--- src/rtl/toggle_poller.sv ---
module toggle_poller #(
  parameter int AW        = 20,
  parameter int MAX_PAIRS = 16
) (
  input  logic          clk,
  input  logic          rst_n,
  input  logic          go,
  input  logic          classify,
  input  logic [AW-1:0] sec_addr,
  output logic          rd_oe_n,
  output logic [AW-1:0] rd_addr,
  input  logic          rd_ack,
  input  logic [7:0]    rd_data,
  output logic          busy,
  output logic          done_pass,
  output logic          done_fail,
  output logic          cls_valid,
  output logic [1:0]    cls_code
);
  localparam int CW = $clog2(MAX_PAIRS) + 1;

  typedef enum logic [1:0] {IDLE, RDA, RDB, EVAL} st_t;

  st_t           st;
  logic [AW-1:0] addr_q;
  logic          cls_q, recheck;
  logic [CW-1:0] pairs;
  logic          a6, a2, b6, b5, b2;

  wire tog6      = a6 ^ b6;
  wire tog2      = a2 ^ b2;
  wire last_pair = (pairs == CW'(MAX_PAIRS - 1));
  wire in_eval   = (st == EVAL);

  assign busy      = (st != IDLE);
  assign rd_oe_n   = !((st == RDA) || (st == RDB));
  assign rd_addr   = addr_q;
  assign done_pass = in_eval && (cls_q || !tog6);
  assign done_fail = in_eval && !cls_q && tog6 && (recheck || (!b5 && last_pair));
  assign cls_valid = in_eval && cls_q;
  assign cls_code  = tog6 ? 2'b01 : (tog2 ? 2'b10 : 2'b00);

  always_ff @(posedge clk or negedge rst_n) begin
    if (!rst_n) begin
      st      <= IDLE;
      addr_q  <= '0;
      cls_q   <= 1'b0;
      recheck <= 1'b0;
      pairs   <= '0;
      a6 <= 1'b0; a2 <= 1'b0;
      b6 <= 1'b0; b5 <= 1'b0; b2 <= 1'b0;
    end else begin
      case (st)
        IDLE: if (go) begin
          addr_q  <= sec_addr;
          cls_q   <= classify;
          recheck <= 1'b0;
          pairs   <= '0;
          st      <= RDA;
        end
        RDA: if (rd_ack) begin
          a6 <= rd_data[6];
          a2 <= rd_data[2];
          st <= RDB;
        end
        RDB: if (rd_ack) begin
          b6 <= rd_data[6];
          b5 <= rd_data[5];
          b2 <= rd_data[2];
          st <= EVAL;
        end
        default: begin
          if (done_pass || done_fail) st <= IDLE;
          else begin
            st <= RDA;
            if (b5) recheck <= 1'b1;
            else    pairs   <= pairs + 1'b1;
          end
        end
      endcase
    end
  end
endmodule


--- config.mk ---
export PLATFORM = sky130hd
export DESIGN_NAME = toggle_poller
export DESIGN_NICKNAME = d
export VERILOG_FILES = /design/src/rtl/toggle_poller.sv
export SDC_FILE = /design/constraint.sdc
export NUM_CORES = 1
export LEC_CHECK = 0
export BUFFER_PORTS_ARGS = -buffer_cell sky130_fd_sc_hd__buf_2
export CAP_MARGIN = 15
export CORE_ASPECT_RATIO = 0.75
export CORE_MARGIN = 2
export CORE_UTILIZATION = 45
export CTS_BUF_LIST = sky130_fd_sc_hd__clkbuf_16
export CTS_CLUSTER_SIZE = 40
export DETAILED_ROUTE_END_ITERATION = 12
export GPL_TIMING_DRIVEN = 0
export PLACE_DENSITY_LB_ADDON = 0.25
export SLEW_MARGIN = 10
export SYNTH_ARGS = -nofsm -noshare
export SYNTH_HDL_FRONTEND = slang
export SYNTH_SLANG_ARGS = --single-unit
--- constraint.sdc ---
create_clock -name clk -period 5.7 [get_ports clk]
set_input_delay 0.57 -clock clk [delete_from_list [all_inputs] [get_ports clk]]
set_output_delay 0.57 -clock clk [all_outputs]
set_load 0.01 [all_outputs]
==> tab_implementation.tex <==
\begin{tabular}{lr}
\hline
Metric & Value \\
\hline
\multicolumn{2}{l}{\textbf{Flow run}} \\
\quad Max-cap check violation count & 0 \\
\multicolumn{2}{l}{\textbf{Yosys}} \\
\quad Mapped Nets & 159 \\
\quad Cells after Synth & 119 \\
\quad Mapped Avg Cell Area & 13.1 µm² \\
\quad Number of unique standard cell types used by synthesis & 30 \\
\quad Most area-hungry cell type in the Yosys netlist & sky130\_fd\_sc\_hd\_\_dfrtp\_1 \\
\quad Ranking of synthesized cells by area & sky130\_fd\_sc\_hd\_\_dfrtp\_1 55\%, sky130\_fd\_sc\_hd\_\_mux2\_2 19\%, sky130\_fd\_sc\_hd\_\_ha\_1 5.6\%, sky130\_fd\_sc\_hd\_\_mux2\_1 2.2\%, sky130\_fd\_sc\_hd\_\_inv\_1 1.7\% \\
\quad Number of warning messages in the yosys log & 0 \\
\quad Share of synthesized area occupied by flip-flops and latches & 0.548 \\
\quad Top-area cell type share of the netlist area & 0.548 \\
\quad Count of state elements after synthesis & 34 \\
\quad Combined area of all synthesized cells & 1550 µm² \\
\multicolumn{2}{l}{\textbf{Detailed routing}} \\
\quad DRC violation total after the first TritonRoute iteration & 12 \\
\quad Mean routed wirelength per cell & 13.4 µm \\
\quad Vias & 1150 \\
\quad Detailed-routing iteration count for the pre-antenna-repair pass & 4 \\
\quad Via-per-instance ratio & 5.20 \\
\quad Post-DRT Antenna Nets & 0 \\
\quad Post-detailed-routing wire length & 2.97 mm \\
\quad \# DRC & 0 \\
\multicolumn{2}{l}{\textbf{Floorplan}} \\
\quad Die width & 71.9 µm \\
\quad IO Count & 60 \\
\quad Row Count & 18 \\
\quad Area of the core & 3290 µm² \\
\quad Initial core utilization & 0.473 \\
\quad Die Area & 3940 µm² \\
\quad Height of the die & 54.9 µm \\
\multicolumn{2}{l}{\textbf{Pwr}} \\
\quad Total Power & 0.00124 W \\
\quad Ratio of total power to cell area & 615 nW/µm² \\
\quad Worst IR Drop VDD & 0.000349 V \\
\quad Standby leakage power & 0.994 nW \\
\multicolumn{2}{l}{\textbf{GRT}} \\
\quad Congestion Overflow GR & 0 \\
\quad Via count of the first global-routing pass & 1147 \\
\quad Global Route met3 Usage & 0.0634 \\
\quad Met1 usage & 0.185 \\
\quad Pin count of the biggest net entering global routing & 35 \\
\quad Global-route total usage across every layer & 0.163 \\
\quad Met2 Track Usage GR & 0.287 \\
\quad Initial antenna violation count & 0 \\
\quad First-pass GRT wire length & 4.89 mm \\
\quad Most used routing layer & met2 \\
\multicolumn{2}{l}{\textbf{Setup path}} \\
\quad End of the worst register-to-register path & pairs[4] \\
\quad Flop-to-flop setup slack & 3.12 ns \\
\quad Length in cells of the worst reg-to-reg path & 7 \\
\quad Dominant delay contributor by cell family on the critical path & simple AND/OR/NAND/NOR gates \\
\quad Delay of the slowest cell on the worst path & 0.51 ns \\
\quad Total buffers and inverters traversed by the critical path & 0 \\
\quad CP cell instances & ha\_1, and3\_1, ha\_1, or4\_1, or3\_4, a21oi\_4, mux2\_1 \\
\quad CP Max Fanout & 5 \\
\quad CP arrival & 2.73 ns \\
\quad Reg2Reg Launch Point & pairs[0] \\
\quad Endpoint required time on the critical path & 5.84 ns \\
\quad Crit end category & register \\
\quad Highest-delay cell along the critical path & sky130\_fd\_sc\_hd\_\_or4\_1 \\
\quad Worst Setup Path Type & reg2reg \\
\quad Crit start category & register \\
\quad Number of gates on the worst path with buffers counted & 7 \\
\quad Most common cell on crit path & sky130\_fd\_sc\_hd\_\_ha\_1 \\
\multicolumn{2}{l}{\textbf{STA}} \\
\quad Post-route clock period utilization & 0.453 \\
\quad Final hold vios & 0 \\
\quad Unrepaired setup endpoints after global routing & no \\
\quad Fin crit period & 2.58 ns \\
\quad Total Negative Setup Slacks & 0 ns \\
\quad Least-Margin Pin Slew & 0.735 ns \\
\quad Highest clock rate & 0.387 GHz \\
\quad Final number of setup-violating endpoints & 0 \\
\quad Worst max-slew margin expressed relative to the limit & 0.510 \\
\quad Number of pins exceeding their max-slew limit in the final report & 0 \\
\quad Post-route clock skew & 0.00405 ns \\
\multicolumn{2}{l}{\textbf{Final layout}} \\
\quad Synth-to-Final Area Change & 29.5\% \\
\quad Total number of nets in the final design & 220 \\
\quad Final-layout fill cell count & 279 \\
\quad Share of layout cells above drive strength 1 & 0.497 \\
\quad Number of diodes added for antenna fixing & 0 \\
\multicolumn{2}{l}{\textbf{CTS}} \\
\quad CTS HTree Levels & 2 \\
\quad Clock latency reported for the late side of the worst-skew pair & 0.27 ns \\
\quad Buffer levels on the longest clock path & 2 \\
\quad TritonCTS clock tree & built \\
\quad Setup repair bufs after CTS & 0 \\
\quad Reg clk slew, reported paths & 0.05 ns \\
\quad Clock Sink Count & 34 \\
\quad TritonCTS buffer count & 5 \\
\quad Resized cells post-CTS & 0 \\
\quad Clock root buffer & sky130\_fd\_sc\_hd\_\_clkbuf\_16 \\
\quad Hold-fix buffer count after cts & 0 \\
\multicolumn{2}{l}{\textbf{Placed design}} \\
\quad RD Place Congestion & 0.842 \\
\quad HPWL reported at the end of detailed placement & 2.33 mm \\
\quad I/O Buffers & 54 \\
\multicolumn{2}{l}{\textbf{Outcome}} \\
\quad Status & completed \\
\multicolumn{2}{l}{\textbf{Hold path}} \\
\quad Hold crit path type & in2async \\
\hline
\end{tabular}
## worst reg2reg max path, cell delays in order (launching register included)
cell                      delay, ns
sky130_fd_sc_hd__dfrtp_1       0.40
sky130_fd_sc_hd__ha_1          0.24
sky130_fd_sc_hd__and3_1        0.19
sky130_fd_sc_hd__ha_1          0.18
sky130_fd_sc_hd__or4_1         0.51
sky130_fd_sc_hd__or3_4         0.37
sky130_fd_sc_hd__a21oi_4       0.21
sky130_fd_sc_hd__mux2_1        0.36
## metal layers
layer  vias to the layer above  wire length [µm]
li1                        544                 -
met1                       556              1230
met2                        46              1440
met3                         4               271
met4                         0                30
met5                         -                 0
## cell families after synthesis
logic type,Yosys count,share of synthesized area
XOR/XNOR,2,0.0113
adder cells (fa/ha/maj),7,0.0564
multiplexers,29,0.210
buffers and inverters,11,0.0298
AO/OA/AOI/OAI,14,0.0717
flip-flops,34,0.548
AND/OR/NAND/NOR,22,0.0733
## worst max-delay path by stage
stage	startpoint	endpoint	slack, ns
finish	pairs[0]	pairs[4]	3.12
global route	pairs[0]	pairs[4]	3.05
CTS	pairs[0]	pairs[4]	3.12
detailed placement	pairs[0]	pairs[4]	3.13
global placement	pairs[0]	pairs[0]	3.18
floorplan	pairs[0]	pairs[3]	3.26
## synthesized netlist by cell type
cell type	number
sky130_fd_sc_hd__a211o_1	1
sky130_fd_sc_hd__and3_1	1
sky130_fd_sc_hd__mux2_1	3
sky130_fd_sc_hd__nor2b_1	2
sky130_fd_sc_hd__o21ai_0	4
sky130_fd_sc_hd__buf_1	2
sky130_fd_sc_hd__a22o_1	2
sky130_fd_sc_hd__or3_4	1
sky130_fd_sc_hd__a21oi_4	1
sky130_fd_sc_hd__a31oi_1	1
sky130_fd_sc_hd__or4_1	1
sky130_fd_sc_hd__nor4_1	1
sky130_fd_sc_hd__o22ai_1	1
sky130_fd_sc_hd__xnor2_1	2
sky130_fd_sc_hd__nand3_1	1
sky130_fd_sc_hd__dfrtp_1	34
sky130_fd_sc_hd__mux2_2	26
sky130_fd_sc_hd__nor2_1	5
sky130_fd_sc_hd__a221o_1	1
sky130_fd_sc_hd__nor3b_1	1
sky130_fd_sc_hd__inv_1	7
sky130_fd_sc_hd__o31a_1	1
sky130_fd_sc_hd__buf_2	1
sky130_fd_sc_hd__nand2_1	6
sky130_fd_sc_hd__and2_1	1
sky130_fd_sc_hd__ha_1	7
sky130_fd_sc_hd__buf_4	1
sky130_fd_sc_hd__nor3_1	2
sky130_fd_sc_hd__o32ai_1	1
sky130_fd_sc_hd__a41oi_1	1
## power breakdown
part / internal, W / switching [W]
Combinational: 0.000275 / 0.000276
Sequential: 0.000364 / 0.0000779
Clock: 0.000157 / 0.0000858
## flip-flops by register name, indices dropped and copies added, names as in the netlist
signal / count
rd_addr: 20
pairs: 5
st: 2
a2: 1
a6: 1
b2: 1
b5: 1
b6: 1
cls_q: 1
recheck: 1
## cells in the final DEF (no fill, tap or decap), types with 2 or more instances in the layout
master | synthesis | final
sky130_fd_sc_hd__dfrtp_1 | 34 | 34
sky130_fd_sc_hd__o21ai_0 | 4 | 4
sky130_fd_sc_hd__a22o_1 | 2 | 2
sky130_fd_sc_hd__ha_1 | 7 | 7
sky130_fd_sc_hd__inv_1 | 7 | 8
sky130_fd_sc_hd__nand2_1 | 6 | 6
sky130_fd_sc_hd__clkbuf_16 | 0 | 5
sky130_fd_sc_hd__buf_1 | 2 | 2
sky130_fd_sc_hd__nor3_1 | 2 | 2
sky130_fd_sc_hd__nor2_1 | 5 | 5
sky130_fd_sc_hd__xnor2_1 | 2 | 2
sky130_fd_sc_hd__nor2b_1 | 2 | 2
sky130_fd_sc_hd__mux2_2 | 26 | 26
sky130_fd_sc_hd__buf_2 | 1 | 55
sky130_fd_sc_hd__mux2_1 | 3 | 3
## through the flow
step                      instance area [µm²]  utilization  instances  setup slack, ns  hold WS, ns
final                                    2010        0.612        221             3.12        0.363
after global routing                     2010        0.612        221             3.05        0.427
after CTS                                2010        0.612        221             3.12        0.396
after detailed placement                 1870        0.570        213             3.13        0.490
after global placement                   1870        0.570        213             3.18        0.470
after floorplan                          1550            -        119             3.26        0.274
## area by class of cell
| cell class | instances | area, µm² | area share |
|---|---|---|---|
| plain buffers | 4 | 20.0 | 0.00995 |
| repair buffers | 54 | 270 | 0.134 |
| multi-input cells | 74 | 657 | 0.326 |
| well taps | 40 | 50.0 | 0.0249 |
| inverters | 7 | 26.3 | 0.0131 |
| clock inverters | 3 | 12.5 | 0.00622 |
| flip-flops and latches | 34 | 851 | 0.423 |
| clock buffers | 5 | 125 | 0.0622 |
Power figures use the tool's default switching activity.
